## config.mk

```make
export PLATFORM = sky130hd
export DESIGN_NAME = codec_irq_page_reg
export DESIGN_NICKNAME = d
export VERILOG_FILES = /design/src/rtl/cip_pkg.sv /design/src/rtl/cip_irq_status.sv /design/src/rtl/cip_sense_ctrl.sv /design/src/rtl/cip_ctrl_fields.sv /design/src/rtl/codec_irq_page_reg.sv
export SDC_FILE = /design/constraint.sdc
export NUM_CORES = 1
export LEC_CHECK = 0
export BUFFER_PORTS_ARGS = -buffer_cell sky130_fd_sc_hd__clkbuf_2
export CAP_MARGIN = 10
export CELL_PAD_IN_SITES_DETAIL_PLACEMENT = 0
export CELL_PAD_IN_SITES_GLOBAL_PLACEMENT = 1
export CORE_UTILIZATION = 25
export CTS_BUF_LIST = sky130_fd_sc_hd__clkbuf_4
export CTS_CLUSTER_DIAMETER = 60
export DETAILED_ROUTE_END_ITERATION = 12
export GPL_ROUTABILITY_DRIVEN = 0
export PLACE_DENSITY_LB_ADDON = 0.1
export SETUP_SLACK_MARGIN = 0.1
export SYNTH_ARGS = -nofsm -noshare
export SYNTH_HDL_FRONTEND = slang
export SYNTH_SLANG_ARGS = --single-unit
```

## constraint.sdc

```tcl
create_clock -name clk -period 2 [get_ports clk]
set_clock_uncertainty 0.15 [all_clocks]
set_input_delay 0.2 -clock clk [delete_from_list [all_inputs] [get_ports clk]]
set_output_delay 0.2 -clock clk [all_outputs]
set_load 0.02 [all_outputs]
```

## src/rtl/cip_pkg.sv

```systemverilog
package cip_pkg;
  localparam int REG_W     = 16;
  localparam int PEND_BIT  = 15;
  localparam int CAUSE_HI  = 14;
  localparam int CAUSE_LO  = 13;
  localparam int SENSE_BIT = 12;
  localparam int IEN_BIT   = 11;

  // cause code: bit0 = sense completion, bit1 = GPIO change
  typedef enum logic [1:0] {
    CAUSE_NONE  = 2'b00,
    CAUSE_SENSE = 2'b01,
    CAUSE_GPIO  = 2'b10,
    CAUSE_BOTH  = 2'b11
  } cause_e;
endpackage

```

## src/rtl/cip_irq_status.sv

```systemverilog
module cip_irq_status
  import cip_pkg::*;
(
  input  logic   clk,
  input  logic   rst_n,
  input  logic   clr_req,
  input  logic   ev_sense,
  input  logic   ev_gpio,
  output logic   pending,
  output cause_e cause
);
  logic any_ev;
  logic capture;
  assign any_ev  = ev_sense | ev_gpio;
  // an event captures the cause when nothing is pending or the old one is being acknowledged
  assign capture = any_ev & (~pending | clr_req);

  always_ff @(posedge clk or negedge rst_n) begin
    if (!rst_n) begin
      pending <= 1'b0;
      cause   <= CAUSE_NONE;
    end else begin
      if (any_ev)       pending <= 1'b1;
      else if (clr_req) pending <= 1'b0;

      if (capture)      cause <= cause_e'({ev_gpio, ev_sense});
      else if (clr_req) cause <= CAUSE_NONE;
    end
  end

  a_r2_event_sets: assert property (@(posedge clk) disable iff (!rst_n)
    any_ev |=> pending);
  a_r4_cause_valid: assert property (@(posedge clk) disable iff (!rst_n)
    pending |-> (cause != CAUSE_NONE));
  a_r5_cause_holds: assert property (@(posedge clk) disable iff (!rst_n)
    (pending && !clr_req) |=> $stable(cause));
  a_r3_clear: assert property (@(posedge clk) disable iff (!rst_n)
    (clr_req && !any_ev) |=> (!pending && cause == CAUSE_NONE));
endmodule

```

## src/rtl/cip_sense_ctrl.sv

```systemverilog
module cip_sense_ctrl #(
  parameter bit SUPPORTED = 1'b1
) (
  input  logic clk,
  input  logic rst_n,
  input  logic start_req,
  input  logic done,
  output logic busy,
  output logic start_pulse
);
  generate
    if (SUPPORTED) begin : g_sense
      logic launch;
      assign launch = start_req & ~busy;
      always_ff @(posedge clk or negedge rst_n) begin
        if (!rst_n) begin
          busy        <= 1'b0;
          start_pulse <= 1'b0;
        end else begin
          start_pulse <= launch;
          if (launch)    busy <= 1'b1;
          else if (done) busy <= 1'b0;
        end
      end

      a_r7_single_pulse: assert property (@(posedge clk) disable iff (!rst_n)
        start_pulse |=> !start_pulse);
      a_r7_busy_on_start: assert property (@(posedge clk) disable iff (!rst_n)
        start_pulse |-> busy);
      a_r8_no_restart: assert property (@(posedge clk) disable iff (!rst_n)
        (busy && !done) |=> !start_pulse);
    end else begin : g_nosense
      logic unused_inputs;
      assign unused_inputs = start_req ^ done ^ clk ^ rst_n;
      assign busy        = 1'b0;
      assign start_pulse = 1'b0;
    end
  endgenerate
endmodule

```

## src/rtl/cip_ctrl_fields.sv

```systemverilog
module cip_ctrl_fields #(
  parameter int PAGE_W = 4
) (
  input  logic              clk,
  input  logic              rst_n,
  input  logic              wr,
  input  logic              ien_in,
  input  logic [PAGE_W-1:0] page_in,
  output logic              ien,
  output logic [PAGE_W-1:0] page
);
  always_ff @(posedge clk or negedge rst_n) begin
    if (!rst_n) begin
      ien  <= 1'b0;
      page <= '0;
    end else if (wr) begin
      ien  <= ien_in;
      page <= page_in;
    end
  end

  a_r10_page_load: assert property (@(posedge clk) disable iff (!rst_n)
    wr |=> (page == $past(page_in)));
  a_r9_hold: assert property (@(posedge clk) disable iff (!rst_n)
    !wr |=> ($stable(ien) && $stable(page)));
endmodule

```

## src/rtl/codec_irq_page_reg.sv

```systemverilog
module codec_irq_page_reg
  import cip_pkg::*;
#(
  parameter bit SENSE_SUPPORTED = 1'b1,
  parameter int PAGE_W          = 4
) (
  input  logic        clk,
  input  logic        rst_n,
  input  logic        reg_wr,
  input  logic [15:0] reg_wdata,
  output logic [15:0] reg_rdata,
  input  logic        sense_done,
  input  logic        gpio_change,
  output logic        sense_start,
  output logic        slot12_gpi
);
  localparam int RSV_W = IEN_BIT - PAGE_W;

  logic              pending;
  cause_e            cause;
  logic              busy;
  logic              ien;
  logic [PAGE_W-1:0] page;
  logic              clr_req;
  logic              start_req;
  logic              unused_rsv;

  assign clr_req    = reg_wr & reg_wdata[PEND_BIT];
  assign start_req  = reg_wr & reg_wdata[SENSE_BIT];
  assign unused_rsv = ^reg_wdata[IEN_BIT-1:PAGE_W];

  cip_irq_status u_status (
    .clk      (clk),
    .rst_n    (rst_n),
    .clr_req  (clr_req),
    .ev_sense (sense_done),
    .ev_gpio  (gpio_change),
    .pending  (pending),
    .cause    (cause)
  );

  cip_sense_ctrl #(.SUPPORTED(SENSE_SUPPORTED)) u_sense (
    .clk         (clk),
    .rst_n       (rst_n),
    .start_req   (start_req),
    .done        (sense_done),
    .busy        (busy),
    .start_pulse (sense_start)
  );

  cip_ctrl_fields #(.PAGE_W(PAGE_W)) u_fields (
    .clk     (clk),
    .rst_n   (rst_n),
    .wr      (reg_wr),
    .ien_in  (reg_wdata[IEN_BIT]),
    .page_in (reg_wdata[PAGE_W-1:0]),
    .ien     (ien),
    .page    (page)
  );

  assign reg_rdata  = {pending, cause, busy, ien, {RSV_W{1'b0}}, page};
  assign slot12_gpi = pending & ien;

  a_r9_masked: assert property (@(posedge clk) disable iff (!rst_n)
    !reg_rdata[IEN_BIT] |-> !slot12_gpi);
  a_r11_reserved_zero: assert property (@(posedge clk) disable iff (!rst_n)
    reg_rdata[IEN_BIT-1:PAGE_W] == '0);
endmodule

```

==> results of run 1 <==
power by group:
group,internal [mW],switching (mW)
clock,0.0691,0.0629
sequential,0.222,0.0114
combinational,0.0420,0.0667
area by class of cell:
type | count | area (sq um)
sequential | 10 | 250.2
fill | 196 | 1150
timing repair buffer | 24 | 130.1
multi-input combinational | 24 | 161.4
tap | 25 | 31.28
clock buffer | 3 | 22.52
cell usage in the layout, fill, tap and decap left out, drive strengths merged:
cell type    instances
a21bo                1
a32o                 2
and2                 1
clkbuf              25
conb                 7
dfrtp               10
dlygate4sd3          2
mux2                 5
mux2i                1
nand2                3
nand2b               1
nor2                 2
or2b                 1
layer usage:
metal	GRT usage, %	vias up
li1	-	157
met1	12.35	151
met2	11.14	17
met3	5.952	0
met4	1.818	0
met5	0	-
path summary, 6_finish.rpt:
kind / start / to / slack (ns) / cells after the start
max in group asynchronous: rst_n / u_fields.page[1] / 1.29 / 2
max reg2reg: u_status.pending / u_status.cause[0] / 0.87 / 2
min in group asynchronous: rst_n / u_sense.start_pulse / 0.19 / 2
max: u_status.pending / slot12_gpi / 0.68 / 2
min: reg_wdata[12] / u_sense.start_pulse / 0.01 / 3
min reg2reg: u_sense.busy / u_sense.start_pulse / 0.32 / 1
through the flow:
stage | area, sq um | setup slack [ns] | util, % | std cells
after floorplan | 498.0 | 0.9012 | - | 45
after global placement | 553.0 | 0.8635 | 31.68 | 81
after detailed placement | 553.0 | 0.8565 | 31.68 | 81
after CTS | 595.6 | 0.6639 | 34.12 | 86
after global routing | 595.6 | 0.6279 | 34.12 | 86
final | 595.6 | 0.6823 | 34.12 | 86
synth_stat cells:
cell type	number
a21bo_1	1
a32o_1	2
and2_1	1
buf_4	10
buf_6	1
conb_1	1
dfrtp_1	10
mux2_1	2
mux2_2	3
mux2i_1	1
nand2_1	3
nand2b_1	1
nor2_1	2
or2b_1	1
critical path: stages (launching register included):
cell      delay (ns)
dfrtp_1         0.40
and2_1          0.16
clkbuf_2        0.14
flip-flops by register name (all words and copies together) (netlist names):
name / cells
u_status.pending: 1
u_status.cause: 2
u_fields.ien: 1
u_sense.busy: 1
u_sense.start_pulse: 1
u_fields.page: 4
cells by family (layout without fill, tap and decap cells):
group	after synthesis	after routing
other cells	1	7
flops	10	10
compound gates	3	3
simple gates	8	8
buf+inv	11	27
mux	6	6
==> run summary, run 1 <==
clock slew at reported path FFs: 0.07 ns
area leader, netlist: dfrtp_1
FF+latch count, synth: 10
Starting DRT DRC Count: 5
post-synthesis mux area share: 13.95%
Hold Slack: 0.009597 ns
hold crit path type: in -> reg
Antenna Nets Post-Route: 0
Period minus WS final: 1.318 ns
arrival time at the worst endpoint: 0.97 ns
clk_lat worst skew: 0.26 ns
Row Count: 15
post-synthesis simple-gate area fraction: 8.158%
total negative slack: 0 ns
Final Cycle Share: 65.88%
Post-Synth XOR/XNOR Area: 0%
mapped cell area: 475.5 sq um
Syn. warnings: 0
RSZ-0062 raised after global routing: false
first-pass GRT wire length: 1.262 mm
Mapped Cells: 39
Max VDD drop: 296.7 uV
Worst setup SP type: register
Die X: 45.61 um
Max Fanout on Critical Path: 5
TritonRoute pass-1 iters: 4
Avg WL per Cell: 9.512 um
top cells by area, synth: dfrtp_1 (53%), buf_4 (16%), mux2_2 (7.1%)
CTS resizes: 0
synthesized area per cell: 12.19 sq um
outcome: finished clean
CTS max path bufs: 2
H-tree depth: 1
Design Power: 0.4744 mW
port bufs: 22
Max-cap violations: 0
DR vias: 325
final net count: 84
Leakage: 0.3094 nW
hold_buf cts: 2
Die H: 45.61 um
Root Buffer: clkbuf_4
CTS tree: yes
CP endpoint kind: primary output
Total Routed Length: 818 um
Initial Utilization: 27.24%
P&R area growth vs syn: 25.26%
# Post-CTS Setup Buffers: 0
WL met2: 348 um
Via density: 3.779
post-synthesis compound-gate area fraction: 6.316%
total track usage: 8.865%
Yosys cell types: 14
register area share after synthesis: 52.63%
drt drc: 0
largest net degree at the start of global routing: 11
Ant. Diodes: 0
grt total ovfl: 0
Hold Vio Cnt, Final: 0
CP required: 1.65 ns
FMAX: 758.9 MHz
Final Setup Violations: 0
Clock Sinks: 10
initial antenna violation count: 0
number of global-route vias before repair: 284
die area: 0.002080 sq mm
DR WL met3: 73 um
Core ar.: 0.001745 sq mm
Pins Over Slew Limit: 0
Metal-1 WL: 396 um
max layer used: met3
Power per Cell Area: 796.6 mW/mm^2
Setup CP Type: reg -> out
Ports: 39
main combinational cell family by area after synthesis: buffers and inverters
proportion of layout cells with a drive suffix above 1: 45.90%
cts bufs inserted: 3
Adder-Cell Fraction of Synth Area: 0%
share of the synthesized area in the top cell type: 52.63%
Final HPWL DP: 645 um
No activity file was read; power rests on OpenSTA's default activity.
==> run 2: changes to the inputs <==
Settings changed: CORE_UTILIZATION 25 to 24.
Clock period 2 ns to 1.2 ns, I/O delays scaled along.
==> run 2 against run 1 <==
Net effect:
- the flow now finishes with violations (setup timing)
- final area increased by 26%
- worst setup slack got worse by 0.69 ns
- die area increased by 4.0%
- power increased by 83%
- sequential share of layout area decreased by 8.7 points
- worst hold slack improved by 0.019 ns
- register-to-register slack got worse by 0.86 ns
- clock-buffer cell count unchanged
- combinational power increased by 130%
==> run summary, run 2 (same netlist as run 1, synthesis figures left out) <==
proportion of layout cells with a drive suffix above 1: 45.83%
Clock Sinks: 10
first-pass GRT wire length: 1.345 mm
failing checks: setup timing
largest net degree at the start of global routing: 11
largest registers: u_fields.page x4, u_status.cause x2
final net count: 94
RR Startpoint: u_status.pending
commonest non-fill, non-tap cell in the layout: clkbuf_2
initial antenna violation count: 0
Final HPWL DP: 662.8 um
Max VDD drop: 707.9 uV
max FFs per register: 4
CTS max path bufs: 2
Final Cycle Share: 100.8%
hold crit path type: in -> reg
H-tree depth: 1
CTS tree: yes
clk_lat worst skew: 0.26 ns
Worst setup SP type: register
Metal-1 WL: 420 um
Root Buffer: clkbuf_4
CP required: 0.93 ns
arrival time at the worst endpoint: 0.94 ns
Max stage delay cell, worst path: dfrtp_1
Hold Slack: 0.02901 ns
Multi-input gate area: 170.2 sq um
die area: 0.002163 sq mm
Core ar.: 0.001783 sq mm
Final Setup Violations: 2
Leakage: 0.3711 nW
Ports: 39
CP endpoint kind: primary output
Antenna Nets Post-Route: 0
register area: 250.2 sq um
max layer used: met3
Most flops, register: u_fields.page
P&R area growth vs syn: 57.89%
grt total ovfl: 0
CP cell instances: and2_4 > buf_8
Power per Cell Area: 1158 mW/mm^2
post-route cell area: 750.7 sq um
Die X: 46.51 um
clock slew at reported path FFs: 0.07 ns
DR WL met3: 57 um
Hold Crit Depth: 3
Avg WL per Cell: 10.05 um
Fillers: 174
most frequent cells in the layout: clkbuf_2 (13), dfrtp_1 (10), dlygate4sd3_1 (9)
Die H: 46.51 um
WL met2: 498 um
Max-cap violations: 0
cts bufs inserted: 3
port bufs: 22
beginning of the worst hold path: reg_wdata[15]
final worst slack: -0.009333 ns
total track usage: 9.589%
Max Fanout on Critical Path: 4
CP max stage delay: 0.41 ns
total negative slack: -0.01548 ns
Hold Vio Cnt, Final: 0
placed cell area: 553.0 sq um
Via density: 3.753
Row Count: 15
Total Routed Length: 975 um
Starting DRT DRC Count: 3
FMAX: 826.9 MHz
Pins Over Slew Limit: 0
Ant. Diodes: 0
TritonRoute pass-1 iters: 2
R2R depth: 3
RR Endpoint: u_status.cause[0]
drt drc: 0
FF-to-FF setup slack: 0.01 ns
DR vias: 364
Hold EP: u_status.pending
number of global-route vias before repair: 308
Setup CP Type: reg -> out
Initial Utilization: 26.67%
outcome: finished, violations left
RSZ-0062 raised after global routing: true
Period minus WS final: 1.209 ns
==> run 2: changes by cell type in the layout (fill, tap and decap cells not counted), sizes merged <==
| cell | change |
|---|---|
| buf | +10 |
| clkbuf | -7 |
| dlygate4sd3 | +7 |
| clkinv | +1 |
==> run 2: routing by layer <==
metal	vias up	GRT usage, %
met5	-	0
met3	0	5.882
li1	178	-
met1	170	10.45
met2	16	15.83
met4	0	1.765
==> run 2: report_power, final <==
group / total [mW] / internal (mW) / switching (mW)
clock: 0.229 / 0.120 / 0.109
sequential: 0.390 / 0.370 / 0.0197
combinational: 0.250 / 0.128 / 0.122
==> run 2: area by class of cell <==
class                      count  area share (%)
sequential                    10           33.33
clock inverter                 1          0.5000
timing repair buffer          34           36.33
tap                           25           4.167
clock buffer                   3           3.000
multi-input combinational     24           22.67
==> run 2: worst max path at each step <==
stage | from | endpoint | slack (ns) | cells past startpoint
after floorplan | u_status.pending | u_status.cause[0] | 0.10 | 2
after global placement | u_status.pending | u_status.cause[0] | 0.06 | 2
after detailed placement | u_status.pending | u_status.cause[0] | 0.05 | 2
after CTS | u_status.pending | slot12_gpi | -0.04 | 2
after global routing | u_status.pending | slot12_gpi | -0.06 | 2
final | u_status.pending | slot12_gpi | -0.009 | 2
==> run 2: critical path: cells and delay by family, from the launching register on <==
family	cells	cell delay (ns)
and+or+nand+nor	1	0.15
buffers and inverters	1	0.12
DFF	1	0.41
==> run 2: per-stage QoR <==
stage	util, %	power (mW)	instances	setup WS (ns)
finish	42.11	0.8691	97	-0.009333
global route	42.11	0.9268	97	-0.06015
CTS	40.21	0.8604	96	-0.04205
detailed placement	31.02	0.5749	81	0.04961
global placement	31.02	0.5749	81	0.06198
floorplan	-	0.5347	45	0.1012
==> run 2: timing repair <==
item | in CTS | in global routing
pin swaps | 1 | 0
resized for setup | 7 | 15
endpoints found under the hold margin | 20 | 0
hold buffers | 9 | 0
setup buffers | 2 | 1
setup endpoints to repair | 5 | 11
==> run 3: changes to the inputs <==
Settings changed: CORE_ASPECT_RATIO from default to 1.2.
==> run 3 against run 2 <==
Net effect:
- the flow still finishes with violations (setup timing)
- wire length rose by 9.5%
- via count rose by 6.9%
- critical endpoint is now reg_rdata[15]
- clock-buffer cell count did not move
- highest routed layer is now met4
- worst setup slack got worse by 0.0072 ns
- fmax fell by 0.59%
- combinational power rose by 5%
- critical path depth did not move
- global-route usage rose by 0.51 points
- clock power fell by 3%
- final area did not move
- sequential share of layout area did not move
- first-iteration DRC count rose by 33%
==> run summary, run 3 (same netlist as run 1, synthesis figures left out) <==
outcome: finished, violations left
failing checks: setup timing
CP endpoint kind: primary output
max FFs per register: 4
Core ar.: 0.001851 sq mm
largest net degree at the start of global routing: 11
Net Sw Frac: 28.72%
Fillers: 193
initial antenna violation count: 0
Starting DRT DRC Count: 4
Max VDD drop: 673.9 uV
DP Worst Slack: 0.05714 ns
port bufs: 22
Power per Cell Area: 1163 mW/mm^2
proportion of layout cells with a drive suffix above 1: 48.65%
most frequent cells in the layout: clkbuf_2 (14), dfrtp_1 (10), dlygate4sd3_1 (9), buf_4 (9), conb_1 (7)
final worst slack: -0.01655 ns
RSZ-0062 raised after global routing: true
FF-to-FF setup slack: 0.01 ns
Max Fanout on Critical Path: 4
Max-cap violations: 0
P&R area growth vs syn: 57.89%
Period minus WS final: 1.217 ns
Gate power share: 30.0%
Clock Sinks: 10
Final Setup Violations: 2
CTS max path bufs: 2
Pins Over Slew Limit: 0
CTS tree: yes
Ports: 39
Setup CP Type: reg -> out
placed cell area: 545.5 sq um
delay-heaviest family, CP: flip-flops
Die X: 42.63 um
Via density: 4.183
Final Cycle Share: 101.4%
clk_lat worst skew: 0.26 ns
Max stage delay cell, worst path: dfrtp_1
final net count: 97
Root Buffer: clkbuf_4
TritonRoute pass-1 iters: 2
net switching power: 0.2508 mW
cts bufs inserted: 3
register area: 250.2 sq um
internal power: 0.6224 mW
Worst setup SP type: register
drt drc: 0
commonest non-fill, non-tap cell in the layout: clkbuf_2
CP required: 0.93 ns
Reg power frac: 44.5%
Multi-input gate area: 170.2 sq um
hold crit path type: in -> reg
Avg WL per Cell: 11.48 um
Final Core Density: 40.57%
Total Routed Length: 1.068 mm
clock slew at reported path FFs: 0.06 ns
first-pass GRT wire length: 1.552 mm
clock power share: 25.4%
die area: 0.002164 sq mm
FMAX: 822.0 MHz
Hold Vio Cnt, Final: 0
number of global-route vias before repair: 372
Bufs and invs on worst path: 2
arrival time at the worst endpoint: 0.95 ns
grt total ovfl: 0
Antenna Nets Post-Route: 0
CP max stage delay: 0.40 ns
Row Count: 17
H-tree depth: 1
largest registers: u_fields.page x4, u_status.cause x2
DR vias: 389
post-route cell area: 750.7 sq um
Most flops, register: u_fields.page
Die H: 50.76 um
Initial Utilization: 25.69%
Ant. Diodes: 0
total track usage: 10.10%
Final HPWL DP: 661.3 um
CP cell instances: buf_4 > clkbuf_8
Leakage: 0.3796 nW
-- run 3: path summary, 6_finish.rpt --
kind | start | to | cells past startpoint
max in group asynchronous | rst_n | u_fields.page[2] | 2
min in group asynchronous | rst_n | u_sense.start_pulse | 2
min | reg_wdata[15] | u_status.pending | 3
max | u_status.pending | reg_rdata[15] | 2
max reg2reg | u_status.pending | u_status.cause[1] | 3
min reg2reg | u_fields.page[3] | u_fields.page[3] | 1
-- run 3: final cells by class --
cell class | instances | area share (%)
well taps | 19 | 3.167
flip-flops and latches | 10 | 33.33
repair buffers | 37 | 37.83
clock buffers | 3 | 3.000
multi-input cells | 24 | 22.67
-- run 3: stage by stage --
step	hold slack (ns)	instances	TNS, ns	total power [mW]
after floorplan	-0.3256	45	0	0.5347
after global placement	-0.1452	75	0	0.5739
after detailed placement	-0.1391	75	0	0.5741
after CTS	0.03554	90	-0.06706	0.8495
after global routing	0.03138	93	-0.2080	0.9302
final	0.02688	93	-0.02310	0.8732
-- run 3: power groups by stage --
stage	registers, mW	logic [mW]	clock network [mW]
5_1_grt	0.392	0.280	0.259
3_3_place_gp	0.396	0.178	0
2_1_floorplan	0.426	0.109	0
6_report	0.389	0.262	0.222
3_5_place_dp	0.397	0.178	0
4_1_cts	0.389	0.224	0.237
-- run 3: per-layer routing --
| metal | global-route usage (%) | wire, um | up-vias |
|---|---|---|---|
| li1 | - | - | 182 |
| met1 | 10.76 | 415 | 185 |
| met2 | 15.66 | 559 | 20 |
| met3 | 7.194 | 77 | 2 |
| met4 | 3.125 | 15 | 0 |
| met5 | 0 | 0 | - |
-- run 3: timing repair --
action	in CTS	in global routing
hold buffers	9	0
buffers inserted	3	3
resized for setup	6	14
setup endpoints to repair	5	11
pin swaps	1	0
endpoints found under the hold margin	20	0
-- run 3: worst reg2reg max path, cell delays in order, from the launching register on --
cell and delay (ns):
dfrtp_1 0.40, buf_4 0.15, nand2b_1 0.13, a32o_1 0.25
